File: src/rtl/dcr_pkg.sv
package dcr_pkg;
  localparam int DATA_W   = 32;
  localparam int LANES    = DATA_W / 8;
  localparam int LANE_CMD = 0;
  localparam int LANE_ST  = 2;
  localparam int CMD_GO   = 0;
  localparam int CMD_DIR  = 3;
  localparam int ST_BUSY  = 0;
  localparam int ST_ERR   = 1;
  localparam int ST_IRQ   = 2;
  localparam int ST_CAP0  = 5;
  localparam int ST_CAP1  = 6;

  typedef struct packed {
    logic cap1;
    logic cap0;
    logic irq;
    logic err;
    logic busy;
  } chan_status_t;
endpackage

File: src/rtl/dcr_cmd.sv
module dcr_cmd (
  input  logic clk,
  input  logic rst_n,
  input  logic wr_cmd,
  input  logic w_go,
  input  logic w_dir,
  input  logic eng_done,
  output logic go_q,
  output logic dir_q,
  output logic busy_q
);
  logic start_edge;
  assign start_edge = wr_cmd && w_go && !go_q;

  always_ff @(posedge clk) begin
    if (!rst_n) begin
      go_q   <= 1'b0;
      dir_q  <= 1'b0;
      busy_q <= 1'b0;
    end else begin
      if (wr_cmd) begin
        go_q <= w_go;
        if (!busy_q) dir_q <= w_dir;
      end
      if (start_edge)
        busy_q <= 1'b1;
      else if (wr_cmd && !w_go)
        busy_q <= 1'b0;
      else if (eng_done && busy_q)
        busy_q <= 1'b0;
    end
  end
endmodule

File: src/rtl/dcr_status.sv
module dcr_status (
  input  logic clk,
  input  logic rst_n,
  input  logic wr_st,
  input  logic w_err,
  input  logic w_irq,
  input  logic w_cap0,
  input  logic w_cap1,
  input  logic set_err,
  input  logic set_irq,
  output logic err_q,
  output logic irq_q,
  output logic cap0_q,
  output logic cap1_q
);
  always_ff @(posedge clk) begin
    if (!rst_n) begin
      err_q  <= 1'b0;
      irq_q  <= 1'b0;
      cap0_q <= 1'b0;
      cap1_q <= 1'b0;
    end else begin
      if (set_err)             err_q <= 1'b1;
      else if (wr_st && w_err) err_q <= 1'b0;
      if (set_irq)             irq_q <= 1'b1;
      else if (wr_st && w_irq) irq_q <= 1'b0;
      if (wr_st) begin
        cap0_q <= w_cap0;
        cap1_q <= w_cap1;
      end
    end
  end
endmodule

File: src/rtl/dcr_tptr.sv
module dcr_tptr #(
  parameter int ALIGN_BITS = 2
) (
  input  logic                              clk,
  input  logic                              rst_n,
  input  logic                              wr_ptr,
  input  logic [dcr_pkg::LANES-1:0]         be,
  input  logic [dcr_pkg::DATA_W-1:0]        wdata,
  output logic [dcr_pkg::DATA_W-1:0]        ptr_q
);
  localparam int W = dcr_pkg::DATA_W;
  localparam logic [W-1:0] KEEP_MASK = ~((W'(1) << ALIGN_BITS) - W'(1));

  logic [W-1:0] merged;

  for (genvar g = 0; g < dcr_pkg::LANES; g++) begin : g_lane
    assign merged[g*8 +: 8] = be[g] ? wdata[g*8 +: 8] : ptr_q[g*8 +: 8];
  end

  always_ff @(posedge clk) begin
    if (!rst_n)      ptr_q <= '0;
    else if (wr_ptr) ptr_q <= merged & KEEP_MASK;
  end
endmodule

File: src/rtl/dcr_chan_regs.sv
module dcr_chan_regs #(
  parameter int ADDR_W     = 3,
  parameter int ALIGN_BITS = 2
) (
  input  logic                       clk,
  input  logic                       rst_n,
  input  logic                       bus_we,
  input  logic [ADDR_W-1:0]          bus_addr,
  input  logic [dcr_pkg::LANES-1:0]  bus_be,
  input  logic [dcr_pkg::DATA_W-1:0] bus_wdata,
  output logic [dcr_pkg::DATA_W-1:0] bus_rdata,
  output logic                       eng_run,
  output logic                       eng_to_mem,
  output logic [dcr_pkg::DATA_W-1:0] eng_base,
  input  logic                       eng_done,
  input  logic                       eng_err,
  input  logic                       dev_irq,
  output logic                       irq_out
);
  import dcr_pkg::*;

  localparam logic [ADDR_W-1:0] A_CTRL = ADDR_W'(0);
  localparam logic [ADDR_W-1:0] A_PTR  = ADDR_W'(4);
  localparam int CMD_LO = LANE_CMD * 8;
  localparam int ST_LO  = LANE_ST * 8;

  logic sel_ctrl, sel_ptr;
  logic wr_cmd, wr_st, wr_ptr;
  logic go_q, dir_q, busy_q;
  logic st_err, st_irq, cap0_q, cap1_q;
  logic [DATA_W-1:0] ptr_q;
  chan_status_t st;
  logic [7:0] cmd_byte, st_byte;

  assign sel_ctrl = (bus_addr == A_CTRL);
  assign sel_ptr  = (bus_addr == A_PTR);
  assign wr_cmd   = bus_we && sel_ctrl && bus_be[LANE_CMD];
  assign wr_st    = bus_we && sel_ctrl && bus_be[LANE_ST];
  assign wr_ptr   = bus_we && sel_ptr;

  dcr_cmd u_cmd (
    .clk      (clk),
    .rst_n    (rst_n),
    .wr_cmd   (wr_cmd),
    .w_go     (bus_wdata[CMD_LO + CMD_GO]),
    .w_dir    (bus_wdata[CMD_LO + CMD_DIR]),
    .eng_done (eng_done),
    .go_q     (go_q),
    .dir_q    (dir_q),
    .busy_q   (busy_q)
  );

  dcr_status u_st (
    .clk     (clk),
    .rst_n   (rst_n),
    .wr_st   (wr_st),
    .w_err   (bus_wdata[ST_LO + ST_ERR]),
    .w_irq   (bus_wdata[ST_LO + ST_IRQ]),
    .w_cap0  (bus_wdata[ST_LO + ST_CAP0]),
    .w_cap1  (bus_wdata[ST_LO + ST_CAP1]),
    .set_err (eng_err),
    .set_irq (dev_irq),
    .err_q   (st_err),
    .irq_q   (st_irq),
    .cap0_q  (cap0_q),
    .cap1_q  (cap1_q)
  );

  dcr_tptr #(.ALIGN_BITS(ALIGN_BITS)) u_ptr (
    .clk   (clk),
    .rst_n (rst_n),
    .wr_ptr(wr_ptr),
    .be    (bus_be),
    .wdata (bus_wdata),
    .ptr_q (ptr_q)
  );

  always_comb begin
    st.busy  = busy_q;
    st.err   = st_err;
    st.irq   = st_irq;
    st.cap0  = cap0_q;
    st.cap1  = cap1_q;
    cmd_byte = '0;
    cmd_byte[CMD_GO]  = go_q;
    cmd_byte[CMD_DIR] = dir_q;
    st_byte  = '0;
    st_byte[ST_BUSY] = st.busy;
    st_byte[ST_ERR]  = st.err;
    st_byte[ST_IRQ]  = st.irq;
    st_byte[ST_CAP0] = st.cap0;
    st_byte[ST_CAP1] = st.cap1;
    bus_rdata = '0;
    if (sel_ctrl) begin
      bus_rdata[CMD_LO +: 8] = cmd_byte;
      bus_rdata[ST_LO  +: 8] = st_byte;
    end else if (sel_ptr) begin
      bus_rdata = ptr_q;
    end
  end

  assign eng_run    = busy_q;
  assign eng_to_mem = dir_q;
  assign eng_base   = ptr_q;
  assign irq_out    = st_irq;
endmodule

File: config.mk
export PLATFORM = sky130hd
export DESIGN_NAME = dcr_chan_regs
export DESIGN_NICKNAME = d
export VERILOG_FILES = /design/src/rtl/dcr_pkg.sv /design/src/rtl/dcr_cmd.sv /design/src/rtl/dcr_status.sv /design/src/rtl/dcr_tptr.sv /design/src/rtl/dcr_chan_regs.sv
export SDC_FILE = /design/constraint.sdc
export NUM_CORES = 1
export LEC_CHECK = 0
export ABC_AREA = 1
export BUFFER_PORTS_ARGS = -buffer_cell sky130_fd_sc_hd__buf_4
export CAP_MARGIN = 20
export CORE_MARGIN = 2
export CORE_UTILIZATION = 45
export DETAILED_ROUTE_END_ITERATION = 12
export PLACE_DENSITY = 0.86
export REMOVE_ABC_BUFFERS = 1
export SYNTH_ARGS = -nofsm -noshare
export SYNTH_HDL_FRONTEND = slang
export SYNTH_SLANG_ARGS = --single-unit
File: constraint.sdc
create_clock -name clk -period 2.4 [get_ports clk]
set_input_delay 0.36 -clock clk [delete_from_list [all_inputs] [get_ports clk]]
set_output_delay 0.36 -clock clk [all_outputs]
set_load 0.01 [all_outputs]
# [Word level (Yosys, flattened, before mapping)]
# Cells that the tools add are included.
# Widths: inputs -> output; s select.
[word_totals] reg_bits=37 input_bits=45 out_inout_bits=67 elab_cells=46
[classes] eq_ne=1 n_mux=12 bitwise=1 reduce_logical=21
[op_table] operator="$mux 32" n=1
[op_table] operator="$mux 8" n=4
[op_table] operator="$logic_and 1x1->1" n=10
[op_table] operator="$reduce_and 2->1" n=5
[op_table] operator="$mux 1" n=7
[op_table] operator="$reduce_bool 2->1" n=2
[op_table] operator="$eq 3x3->1 const B" n=1
[op_table] operator="$logic_not 3->1" n=1
[op_table] operator="$reduce_bool 3->1" n=1
[op_table] operator="$logic_not 1->1" n=2
[op_table] operator="$not 1->1" n=1

# [Longest topological paths before layout]
# Gate-level depths: netlist of run 1.
[depth] word_depth=6 depth_mapped=7 mapped_depth_nobuf=6

# [By module]
# From an unflattened synthesis of run 1, not the netlist that was laid out.
[unflattened] cells_unflattened=318 area_unflattened_um2=1889.3
[modules_own_cells] module="dcr_tptr" n_inst=1 cells_each=194 area_per_inst_um2=1243.7 seq_area_each_um2=600.6
[modules_own_cells] module="dcr_chan_regs" n_inst=1 cells_each=85 area_per_inst_um2=372.9 seq_area_each_um2=0.0
[modules_own_cells] module="dcr_status" n_inst=1 cells_each=20 area_per_inst_um2=145.1 seq_area_each_um2=80.1
[modules_own_cells] module="dcr_cmd" n_inst=1 cells_each=19 area_per_inst_um2=127.6 seq_area_each_um2=60.1

# [Least setup slack after synthesis of run 1]
# Ideal clock, no wire load.
[synth_timing] kind="in2out" from="input port bus_addr[1]" to="output port bus_rdata[17] in the netlist's numbering" t_arrival_ns=1.022 required_ns=2.040 slack_ns=1.018 cell_stages=4 path_buffers=1 path_cell_list="nor2_4 buf_4 nand2_1 o21ai_0"
[synth_between] elab_chain_cells=3 word_cells_on_any_way=4 cone_classes="eq/ne (1); mux (2); reduce/logical (1)"
[synth_lines] element="start: declaration" line_no="dcr_chan_regs.sv:8" rtl="input logic [ADDR_W-1:0] bus_addr,"
[synth_lines] element="$eq 3x3->1" line_no="dcr_chan_regs.sv:36" rtl="assign sel_ptr = (bus_addr == A_PTR);"
[synth_lines] element="$mux 32" line_no="dcr_chan_regs.sv:97" rtl="end else if (sel_ptr) begin"
[synth_lines] element="$mux 8 (*)" line_no="dcr_chan_regs.sv:94" rtl="if (sel_ctrl) begin"
[synth_lines] element="end: declaration" line_no="dcr_chan_regs.sv:11" rtl="output logic [dcr_pkg::DATA_W-1:0] bus_rdata,"
# Every way passes the cells marked *; elsewhere a longest branch is shown, timed or not.

# [Final worst setup path of run 1]
[layout_timing] from="input port bus_addr[1]" to="register u_ptr.ptr_q[16] in the netlist's numbering"
[layout_between] elab_chain_cells=3
[layout_lines] element="$eq 3x3->1" line_no="dcr_chan_regs.sv:36"
[layout_lines] element="$logic_and 1x1->1" line_no="dcr_chan_regs.sv:39" rtl="assign wr_ptr = bus_we && sel_ptr;"
[layout_lines] element="$reduce_and 2->1 (no line)"
[layout_lines] element="end signal: assignment" line_no="dcr_tptr.sv:22" rtl="else if (wr_ptr) ptr_q <= merged & KEEP_MASK;"
[layout_lines] element="end: declaration" line_no="dcr_tptr.sv:9" rtl="output logic [dcr_pkg::DATA_W-1:0] ptr_q"
# Every way passes these cells.
# A chain may end at the register's enable or synchronous reset.

==> metrics.md, run 1 <==
| Metric | Value |
|---|---|
| Total GRT Usage | `a little over a fifth` |
| Number of max-cap violations | `0` |
| Post-synthesis mux area share | `0%` |
| Skew final | `approximately 0.64 ps` |
| IO Count | `between 100 and 150` |
| Hold WC Path Type | `in2reg` |
| Hold depth | `3` |
| Final core occ | `~71%` |
| Power Density | `between 400 and 500 mW/mm²` |
| Worst vdd ir | `around 360 µV` |
| Root buffer cell | `clkbuf_8` |
| Synthesized flop and latch total | `37` |
| Min-delay src | `eng_err` |
| Vias in the first global route | `roughly 1600` |
| Largest family of logic cells by synthesized area | `simple AND/OR/NAND/NOR gates` |
| Register area share after synthesis | `approximately 43%` |
| CP max stage delay | `roughly 420 ps` |
| Number of diodes | `0` |
| RR Endpoint | `u_cmd.dir_q` |
| Synth Area in Adders | `0%` |
| Crit path required time | `~2600 ps` |
| RSZ-0062 raised after global routing | `no` |
| Synthesized cell area | `roughly 0.0017 mm²` |
| Post-synth EDFFs | `0` |
| Synth top area cells | `dfxtp_1 43%, nand3_1 11%, a21oi_1 10%, nand2_1 8.5%, inv_1 8.3%` |
| Post-Route WL | `4.48 mm` |
| Buffers on Ports | `roughly 110` |
| Leak | `~1.1 nW` |
| Die ar. | `about 0.0043 mm²` |
| Final setup TNS | `0 ps` |
| Synth warn | `0` |
| Crit path max fanout | `25` |
| Min cycle time layout | `1740 ps` |
| Setup Fix Bufs, Post-CTS | `0` |
| FF-to-FF setup slack | `between 1500 and 2000 ps` |
| Crit-path slowest cell | `nor2_4` |
| Most instantiated library cell after synthesis | `nand2_1` |
| Hold worst-path end | `u_st.err_q` |
| Critical Path AT | `1890 ps` |
| Max Slew Vio Count | `0` |
| DP Area | `about 0.0025 mm²` |
| Initial Utilization | `between 40% and 50%` |
| Final hold vios | `0` |
| Fmax | `about 580 MHz` |
| Initial antenna violation count | `0` |
| Mapped Cells | `between 200 and 300` |
| Post-CTS Hold Buffers | `0` |
| Worst R2R Start | `u_cmd.busy_q` |
| Simple-gate share of the synthesized area | `28.8%` |
| First-pass GRT wire length | `roughly 7.2 mm` |
| # rows | `22` |
| Clk sinks | `37` |
| Clock Latency Late Sink | `between 200 and 300 ps` |
| Fin crit share | `around 72%` |
| Commonest cells post-synth | `39 x nand2_1, 38 x inv_1, 38 x nand3_1` |
| Worst setup EP type | `register` |
| Area leader, netlist | `dfxtp_1` |
| Worst path cell trace | `buf_4 -> nor2_4 -> nand2_4 -> nor2_4 -> nand2_1 -> nand2_1 -> a21oi_1` |
| Synth Flop Type | `dfxtp_1` |
| Final setup vio count | `0` |
| Routed via count | `roughly 1900` |
| Share of cells above drive strength 1 | `approximately a third` |
| Setup CP Type | `in2reg` |
| Bufs on Longest Clock Path | `2` |
| Initial detailed-routing violation count | `between 100 and 150` |
| Post-CTS sizing | `0` |
| HPWL Detailed | `between 3 and 4 mm` |
| Num CTS Buffers | `5` |
| CORE AREA | `0.00366 mm²` |
| Die height | `approximately 66 µm` |
| Layout overhead on the synthesized area | `50.9%` |
| Htree depth | `2` |
| Layout net count | `397` |
| Vias per cell | `between 4 and 5` |
| Reg clk slew, reported paths | `70 ps` |
| Largest net degree at the start of global routing | `33` |
| CTS tree | `built` |
| XOR/XNOR share of the synthesized area | `0%` |
| Final GP Congestion | `0.821` |
| Routed len/inst | `around 11 µm` |
| GRT overflow | `0` |
| Antenna Nets Post-Route | `0` |
| Design area | `between 0.002 and 0.003 mm²` |
| Compound-Gate Fraction of Synth Area | `a little over an eighth` |
| Status | `complete, no violations` |
| Setup crit start kind | `input pin` |
| Top cell type's share of synthesized area | `about 43%` |
| Synth cell types | `15` |
| Syn_area_per_cell | `6.87 µm²` |
| DRT Pass-1 Iters | `4` |
| R2R cell count | `4` |
| Ys async rst share | `0%` |
| Die X | `between 60 and 70 µm` |
| Remaining DRCs | `0` |
==> per-stage QoR <==
step | setup WS (ps) | std cells | hold slack, ps | power, W
floorplan | 664 | 235 | 424 | 0.000692
global placement | 381 | 393 | 433 | 0.000786
detailed placement | 354 | 393 | 440 | 0.000788
CTS | 669 | 400 | 315 | 0.00121
global route | 466 | 400 | 319 | 0.00125
finish | 664 | 400 | 323 | 0.00120
==> routing by layer <==
metal,track usage (%),part of all wire (%),vias to the layer above
met4,7.03,0.76,0
met1,25.2,42,822
met5,0,0,-
met3,4.43,7.4,5
met2,37.0,49,65
li1,-,-,987
==> cell type report <==
class                      count  area, µm²
fill                         336       1070
timing repair buffer         110        826
sequential                    37        741
multi-input combinational    160        737
inverter                      38        143
clock buffer                   7       86.3
tap                           48       60.1
==> logic make-up (layout without fill, tap and decap cells) <==
logic type,after synthesis,after routing
AOI/OAI and AO/OA,45,45
buffers and inverters,55,155
DFF,37,37
other,1,3
and+or+nand+nor,112,112
==> sequential cells by signal, summed over array words and instances, names as in the netlist <==
register      flops
u_cmd.go_q        1
u_ptr.ptr_q      30
u_cmd.busy_q      1
u_st.irq_q        1
u_st.err_q        1
u_st.cap0_q       1
u_st.cap1_q       1
u_cmd.dir_q       1
==> layout by cell type (no fill, tap or decap), drive strengths merged <==
cell type    n
a21oi       36
buf        110
clkbuf       7
conb         3
dfxtp       37
inv         38
nand2       40
nand3       38
nand4        2
nor2        32
o21ai        7
o21bai       2
==> power by group <==
| group | switching, W | internal, W |
|---|---|---|
| sequential | 0.00000678 | 0.000624 |
| combinational | 0.0000705 | 0.0000719 |
| clock | 0.000194 | 0.000228 |
| total | 0.000271 | 0.000924 |
==> worst max-delay path by stage <==
| stage | start | slack (ps) | cells after the start | endpoint |
|---|---|---|---|---|
| 2_1_floorplan | bus_addr[1] | 660 | 6 | u_ptr.ptr_q[10] |
| 3_3_place_gp | bus_addr[1] | 380 | 7 | u_ptr.ptr_q[23] |
| 3_5_place_dp | bus_addr[1] | 350 | 7 | u_ptr.ptr_q[19] |
| 4_1_cts | bus_addr[1] | 670 | 7 | u_ptr.ptr_q[19] |
| 5_1_grt | bus_addr[1] | 470 | 7 | u_ptr.ptr_q[11] |
| 6_report | bus_addr[1] | 660 | 7 | u_ptr.ptr_q[16] |
==> critical path, delay by kind of cell <==
family / cells / cell delay (ps)
AND/OR/NAND/NOR: 5 / 1350
buffers and inverters: 1 / 120
AO/OA/AOI/OAI: 1 / 60
(Power assumes the default switching activity.)
==> inputs of run 2 (changes only) <==
ABC_AREA = 0   (was 1)
CORE_UTILIZATION = 43   (was 45)
PLACE_DENSITY = 0.81   (was 0.86)
clock period = 1.75 ns   (was 2.4 ns; I/O delays follow)
==> run 2 against run 1 <==
  * First-iteration DRC count down 25%
  * Final cell count down 8.3%
  * Register-to-register slack worse by 760 ps
  * Worst hold slack worse by 160 ps
  * Largest cell class is now multi-input combinational cells
==> metrics.md, run 2 <==
| Metric | Value |
|---|---|
| Layout overhead on the synthesized area | `50.4%` |
| Area leader, netlist | `dfxtp_1` |
| Worst hold margin | `between 150 and 200 ps` |
| Post-synth EDFFs | `0` |
| Post-Route WL | `4.59 mm` |
| Ys async rst share | `0%` |
| Crit path max-delay family | `buffers and inverters` |
| First-pass GRT wire length | `7.65 mm` |
| Hold WC Path Type | `in2reg` |
| Most instantiated library cell after synthesis | `nand2_1` |
| Clock Latency Late Sink | `between 200 and 300 ps` |
| DP Worst Slack | `approximately 240 ps` |
| Final GP Congestion | `0.807` |
| Mapped Cells | `214` |
| Die height | `between 60 and 70 µm` |
| Final WS setup | `between 200 and 250 ps` |
| Htree depth | `2` |
| CORE AREA | `~0.0040 mm²` |
| Commonest non-fill, non-tap cell in the layout | `buf_4` |
| Worst setup EP type | `output pin` |
| CP max stage delay | `approximately 320 ps` |
| Share of cells above drive strength 1 | `about two fifths` |
| Synth cell types | `25` |
| Critical Path AT | `between 1000 and 1500 ps` |
| Crit path max fanout | `14` |
| FF-to-FF setup slack | `slightly below 900 ps` |
| DRT Pass-1 Iters | `4` |
| Skew final | `0.856 ps` |
| Max Slew Vio Count | `0` |
| Number of diodes | `0` |
| Register area share after synthesis | `40.7%` |
| Setup crit start kind | `input pin` |
| Routed via count | `~1800` |
| Tot Pwr | `0.00172 W` |
| Largest Register | `u_ptr.ptr_q` |
| Antenna Nets Post-Route | `0` |
| Worst path cell trace | `buf_4 -> nor3b_4 -> buf_4 -> and2_1 -> buf_4` |
| Number of max-cap violations | `0` |
| Remaining DRCs | `0` |
| Min cycle time layout | `approximately 1500 ps` |
| Bufs on Longest Clock Path | `2` |
| Status | `complete, no violations` |
| Top cell type's share of synthesized area | `between 40 and 50%` |
| Vias in the first global route | `1658` |
| Worst path bufs/invs | `3` |
| Post-CTS Hold Buffers | `0` |
| Die X | `just under 70 µm` |
| Initial detailed-routing violation count | `97` |
| Layout net count | `361` |
| Most frequent cells in the layout | `112 x buf_4, 65 x nand2_1, 38 x mux2i_1` |
| Fin crit share | `between 80% and 90%` |
| CTS tree | `built` |
| Most frequent cell on the critical path | `buf_4` |
| Final setup vio count | `0` |
| Power Density | `around 630 mW/mm²` |
| IO Count | `112` |
| # rows | `23` |
| Final setup TNS | `0 ps` |
| Commonest cells post-synth | `65 x nand2_1, 38 x mux2i_1, 37 x dfxtp_1` |
| Worst vdd ir | `roughly 370 µV` |
| Synthesized flop and latch total | `37` |
| Leak | `between 1 and 1.5 nW` |
| Initial antenna violation count | `0` |
| Clk sinks | `37` |
| Routed len/inst | `about 13 µm` |
| Post-CTS sizing | `0` |
| Die ar. | `0.00477 mm²` |
| Synthesized cell area | `about 0.0018 mm²` |
| Reg clk slew, reported paths | `approximately 70 ps` |
| Final hold vios | `0` |
| Synth warn | `0` |
| Number of flip-flops under the largest register name | `30` |
| Initial Utilization | `between 40% and 50%` |
| RSZ-0062 raised after global routing | `no` |
| Crit path required time | `~1500 ps` |
| Buffers on Ports | `107` |
| Setup CP Type | `in2out` |
| Total GRT Usage | `about a fifth` |
| HPWL Detailed | `3.49 mm` |
| Synth Flop Type | `dfxtp_1` |
| Largest net degree at the start of global routing | `40` |
| Syn_area_per_cell | `between 8 and 9 µm²` |
| Root buffer cell | `clkbuf_8` |
| Crit-path slowest cell | `nor3b_4` |
| Fmax | `665 MHz` |
| Setup Fix Bufs, Post-CTS | `0` |
| GRT overflow | `0` |
| Synth top area cells | `dfxtp_1 41%, mux2i_1 21%, nand2_1 13%, and2_1 8.3%, buf_4 2.5%` |
| Vias per cell | `4.77` |
| Num CTS Buffers | `5` |
[run 2: power breakdown]
part	switching (W)	leakage, nW	internal [W]
combinational	0.0000958	0.935	0.000114
sequential	0.00000996	0.299	0.000856
clock	0.000286	0.0542	0.000356
total	0.000392	1.29	0.00133
[run 2: path summary, 6_finish.rpt]
| path | startpoint | to | cells after the start |
|---|---|---|---|
| max | bus_addr[2] | bus_rdata[7] | 5 |
| min | bus_wdata[17] | u_st.err_q | 2 |
| max reg2reg | u_cmd.busy_q | u_cmd.dir_q | 2 |
| min reg2reg | u_ptr.ptr_q[20] | u_ptr.ptr_q[20] | 2 |
[run 2: final cells by class]
class	count	area (µm²)
multi-input cells	155	956
flip-flops and latches	37	741
fillers	363	1290
clock buffers	7	96.3
repair buffers	113	861
well taps	50	62.6
inverters	4	15.0
clock inverters	1	5.00
[run 2: worst register-to-register path, cell delays in order (launching register included)]
cell and delay, ps:
dfxtp_1 370, o311ai_1 280, o41ai_1 110
[run 2: layer usage]
| metal | share of wire, % | routed length (µm) | global-route usage [%] | vias to the layer above |
|---|---|---|---|---|
| met3 | 6.8 | 312 | 4.68 | 9 |
| li1 | - | - | - | 887 |
| met2 | 49 | 2230 | 34.0 | 67 |
| met1 | 42 | 1940 | 22.6 | 789 |
| met4 | 2.2 | 103 | 8.93 | 0 |
| met5 | 0 | 0 | 0 | - |
[run 2: cell families (layout without fill, tap and decap cells)]
logic type / after synthesis / in the layout / synth area share [%]
buf+inv: 24 / 125 / 7.15
simple gates: 104 / 104 / 26.5
other cells: 1 / 3 / 0.206
compound gates: 10 / 10 / 4.47
mux: 38 / 38 / 20.9
flops: 37 / 37 / 40.7
[run 2: per-stage QoR]
stage | cells | cell area [µm²] | util (%)
2_1_floorplan | 196 | 1710 | -
3_3_place_gp | 359 | 2640 | 65.4
3_5_place_dp | 359 | 2640 | 65.4
4_1_cts | 367 | 2740 | 67.9
5_1_grt | 367 | 2740 | 67.9
6_report | 367 | 2740 | 67.9
==> inputs of run 3 (changes only) <==
CAP_MARGIN = 15   (was 20)
PLACE_DENSITY = 0.91   (was 0.81)
==> run 3 against run 2 <==
  * Via count increased by 1.5%
  * First-iteration DRC count decreased by 31%
  * Final area increased by 0.18%
  * Die area unchanged
  * Non-clock buffer count increased by 1
  * Fmax decreased by 5.8%
  * Global-route usage increased by 0.48 points
  * Register-to-register slack improved by 30 ps
  * Largest cell class unchanged
  * Largest power group unchanged
==> metrics.md, run 3 (synthesis gave the netlist of run 2 again) <==
| Metric | Value |
|---|---|
| Reg clk slew, reported paths | `about 70 ps` |
| Most frequent cell on the critical path | `buf_4` |
| FF-to-FF setup slack | `about 900 ps` |
| Worst path cell trace | `buf_4 -> nor3b_4 -> buf_4 -> and2_1 -> buf_4` |
| Bufs on Longest Clock Path | `2` |
| Routed len/inst | `between 10 and 15 µm` |
| Htree depth | `2` |
| Sw power | `~0.0004 W` |
| Initial Utilization | `45.2%` |
| Cell count after placement | `360` |
| Status | `complete, no violations` |
| Worst setup EP type | `output pin` |
| Post-CTS sizing | `0` |
| Comb pwr share | `between 10% and 20%` |
| Layout overhead on the synthesized area | `50.7%` |
| Tot Pwr | `around 0.0017 W` |
| Critical Path AT | `1340 ps` |
| Final setup TNS | `0 ps` |
| Antenna Nets Post-Route | `0` |
| Final GP Congestion | `a little over 0.8` |
| Initial detailed-routing violation count | `67` |
| Num CTS Buffers | `5` |
| R2R cell count | `2` |
| Fmax | `approximately 630 MHz` |
| DRT Pass-1 Iters | `4` |
| CP max stage delay | `between 400 and 500 ps` |
| Hold WC Path Type | `in2reg` |
| Hold depth | `2` |
| Fin crit share | `91.3%` |
| Post-CTS Hold Buffers | `0` |
| Clk sinks | `37` |
| Initial antenna violation count | `0` |
| Final setup vio count | `0` |
| WP depth | `5` |
| Clock share of power | `about 36%` |
| Number of max-cap violations | `0` |
| RSZ-0062 raised after global routing | `no` |
| Remaining DRCs | `0` |
| Worst path bufs/invs | `3` |
| Seq pwr share | `between 50% and 60%` |
| Crit path max-delay family | `simple AND/OR/NAND/NOR gates` |
| Worst vdd ir | `roughly 350 µV` |
| GRT overflow | `0` |
| First-pass GRT wire length | `between 7 and 8 mm` |
| Skew final | `between 0.5 and 0.6 ps` |
| Commonest non-fill, non-tap cell in the layout | `buf_4` |
| CORE AREA | `0.00403 mm²` |
| Leak | `roughly 1.3 nW` |
| Vias in the first global route | `between 1500 and 2000` |
| Crit path max fanout | `8` |
| Min cycle time layout | `~1600 ps` |
| Layout net count | `around 360` |
| Most frequent cells in the layout | `112 x buf_4, 65 x nand2_1, 38 x mux2i_1` |
| Root buffer cell | `clkbuf_8` |
| Die ar. | `0.00477 mm²` |
| Max Slew Vio Count | `0` |
| P_int | `0.00128 W` |
| Buffers on Ports | `between 100 and 150` |
| Vias per cell | `just under 5` |
| Sw Ratio | `a little under a quarter` |
| Number of diodes | `0` |
| Power Density | `between 600 and 700 mW/mm²` |
| Number of flip-flops under the largest register name | `30` |
| Final hold vios | `0` |
| Routed via count | `around 1800` |
| Final core occ | `about two thirds` |
| Crit-path slowest cell | `nor3b_4` |
| # rows | `23` |
| Setup CP Type | `in2out` |
| Worst hold margin | `~170 ps` |
| Total GRT Usage | `approximately a fifth` |
| Share of cells above drive strength 1 | `39.1%` |
| Die height | `69.0 µm` |
| Largest Register | `u_ptr.ptr_q` |
| IO Count | `between 100 and 150` |
| Crit path required time | `between 1000 and 1500 ps` |
| Largest net degree at the start of global routing | `44` |
| Clock Latency Late Sink | `roughly 290 ps` |
| Non-filler instance count after layout | `367` |
| Die X | `between 60 and 70 µm` |
| Setup Fix Bufs, Post-CTS | `0` |
| HPWL Detailed | `around 3.6 mm` |
| Setup crit start kind | `input pin` |
| Post-Route WL | `roughly 4.7 mm` |
| CTS tree | `built` |
[run 3: cell types whose count changed in the layout (fill, tap and decap cells not counted)]
| cell | previous run | this run |
|---|---|---|
| buf_12 | 1 | 2 |
| clkbuf_1 | 0 | 1 |
| clkbuf_8 | 7 | 6 |
| clkinv_2 | 1 | 0 |
[run 3: routing by layer]
metal	track usage [%]	vias to the layer above	share of wire (%)
met5	0	-	0
met4	8.28	0	2.4
met3	7.31	11	8.2
met2	33.4	69	49
met1	23.1	807	41
li1	-	892	-
[run 3: worst reg2reg max path, delay by kind of cell (launching register included)]
kind | cells | cell delay [ps]
flip-flops | 1 | 340
AO/OA/AOI/OAI | 2 | 390
[run 3: final timing paths]
kind | startpoint | end
worst min register to register | u_st.cap1_q | u_st.cap1_q
worst max-delay path | bus_addr[2] | bus_rdata[9]
worst max register to register | u_cmd.busy_q | u_cmd.dir_q
worst min-delay path | bus_wdata[17] | u_st.err_q
[run 3: cell type report]
cell class	instances	area [µm²]
fill	361	1290
multi-input combinational	155	956
timing repair buffer	114	881
sequential	37	741
clock buffer	7	86.3
tap	50	62.6
inverter	4	15.0
[run 3: through the flow]
step	setup WS, ps	instance area (µm²)
detailed placement	141	2660
global route	60.8	2740
floorplan	291	1710
global placement	185	2660
CTS	157	2740
finish	152	2740
[run 3: power by group through the flow]
stage	registers [W]	clock network [W]	logic (W)
after floorplan	0.000888	0	0.0000615
after global placement	0.000884	0	0.000207
after detailed placement	0.000885	0	0.000213
after CTS	0.000865	0.000620	0.000214
after global routing	0.000867	0.000660	0.000232
final	0.000865	0.000606	0.000212
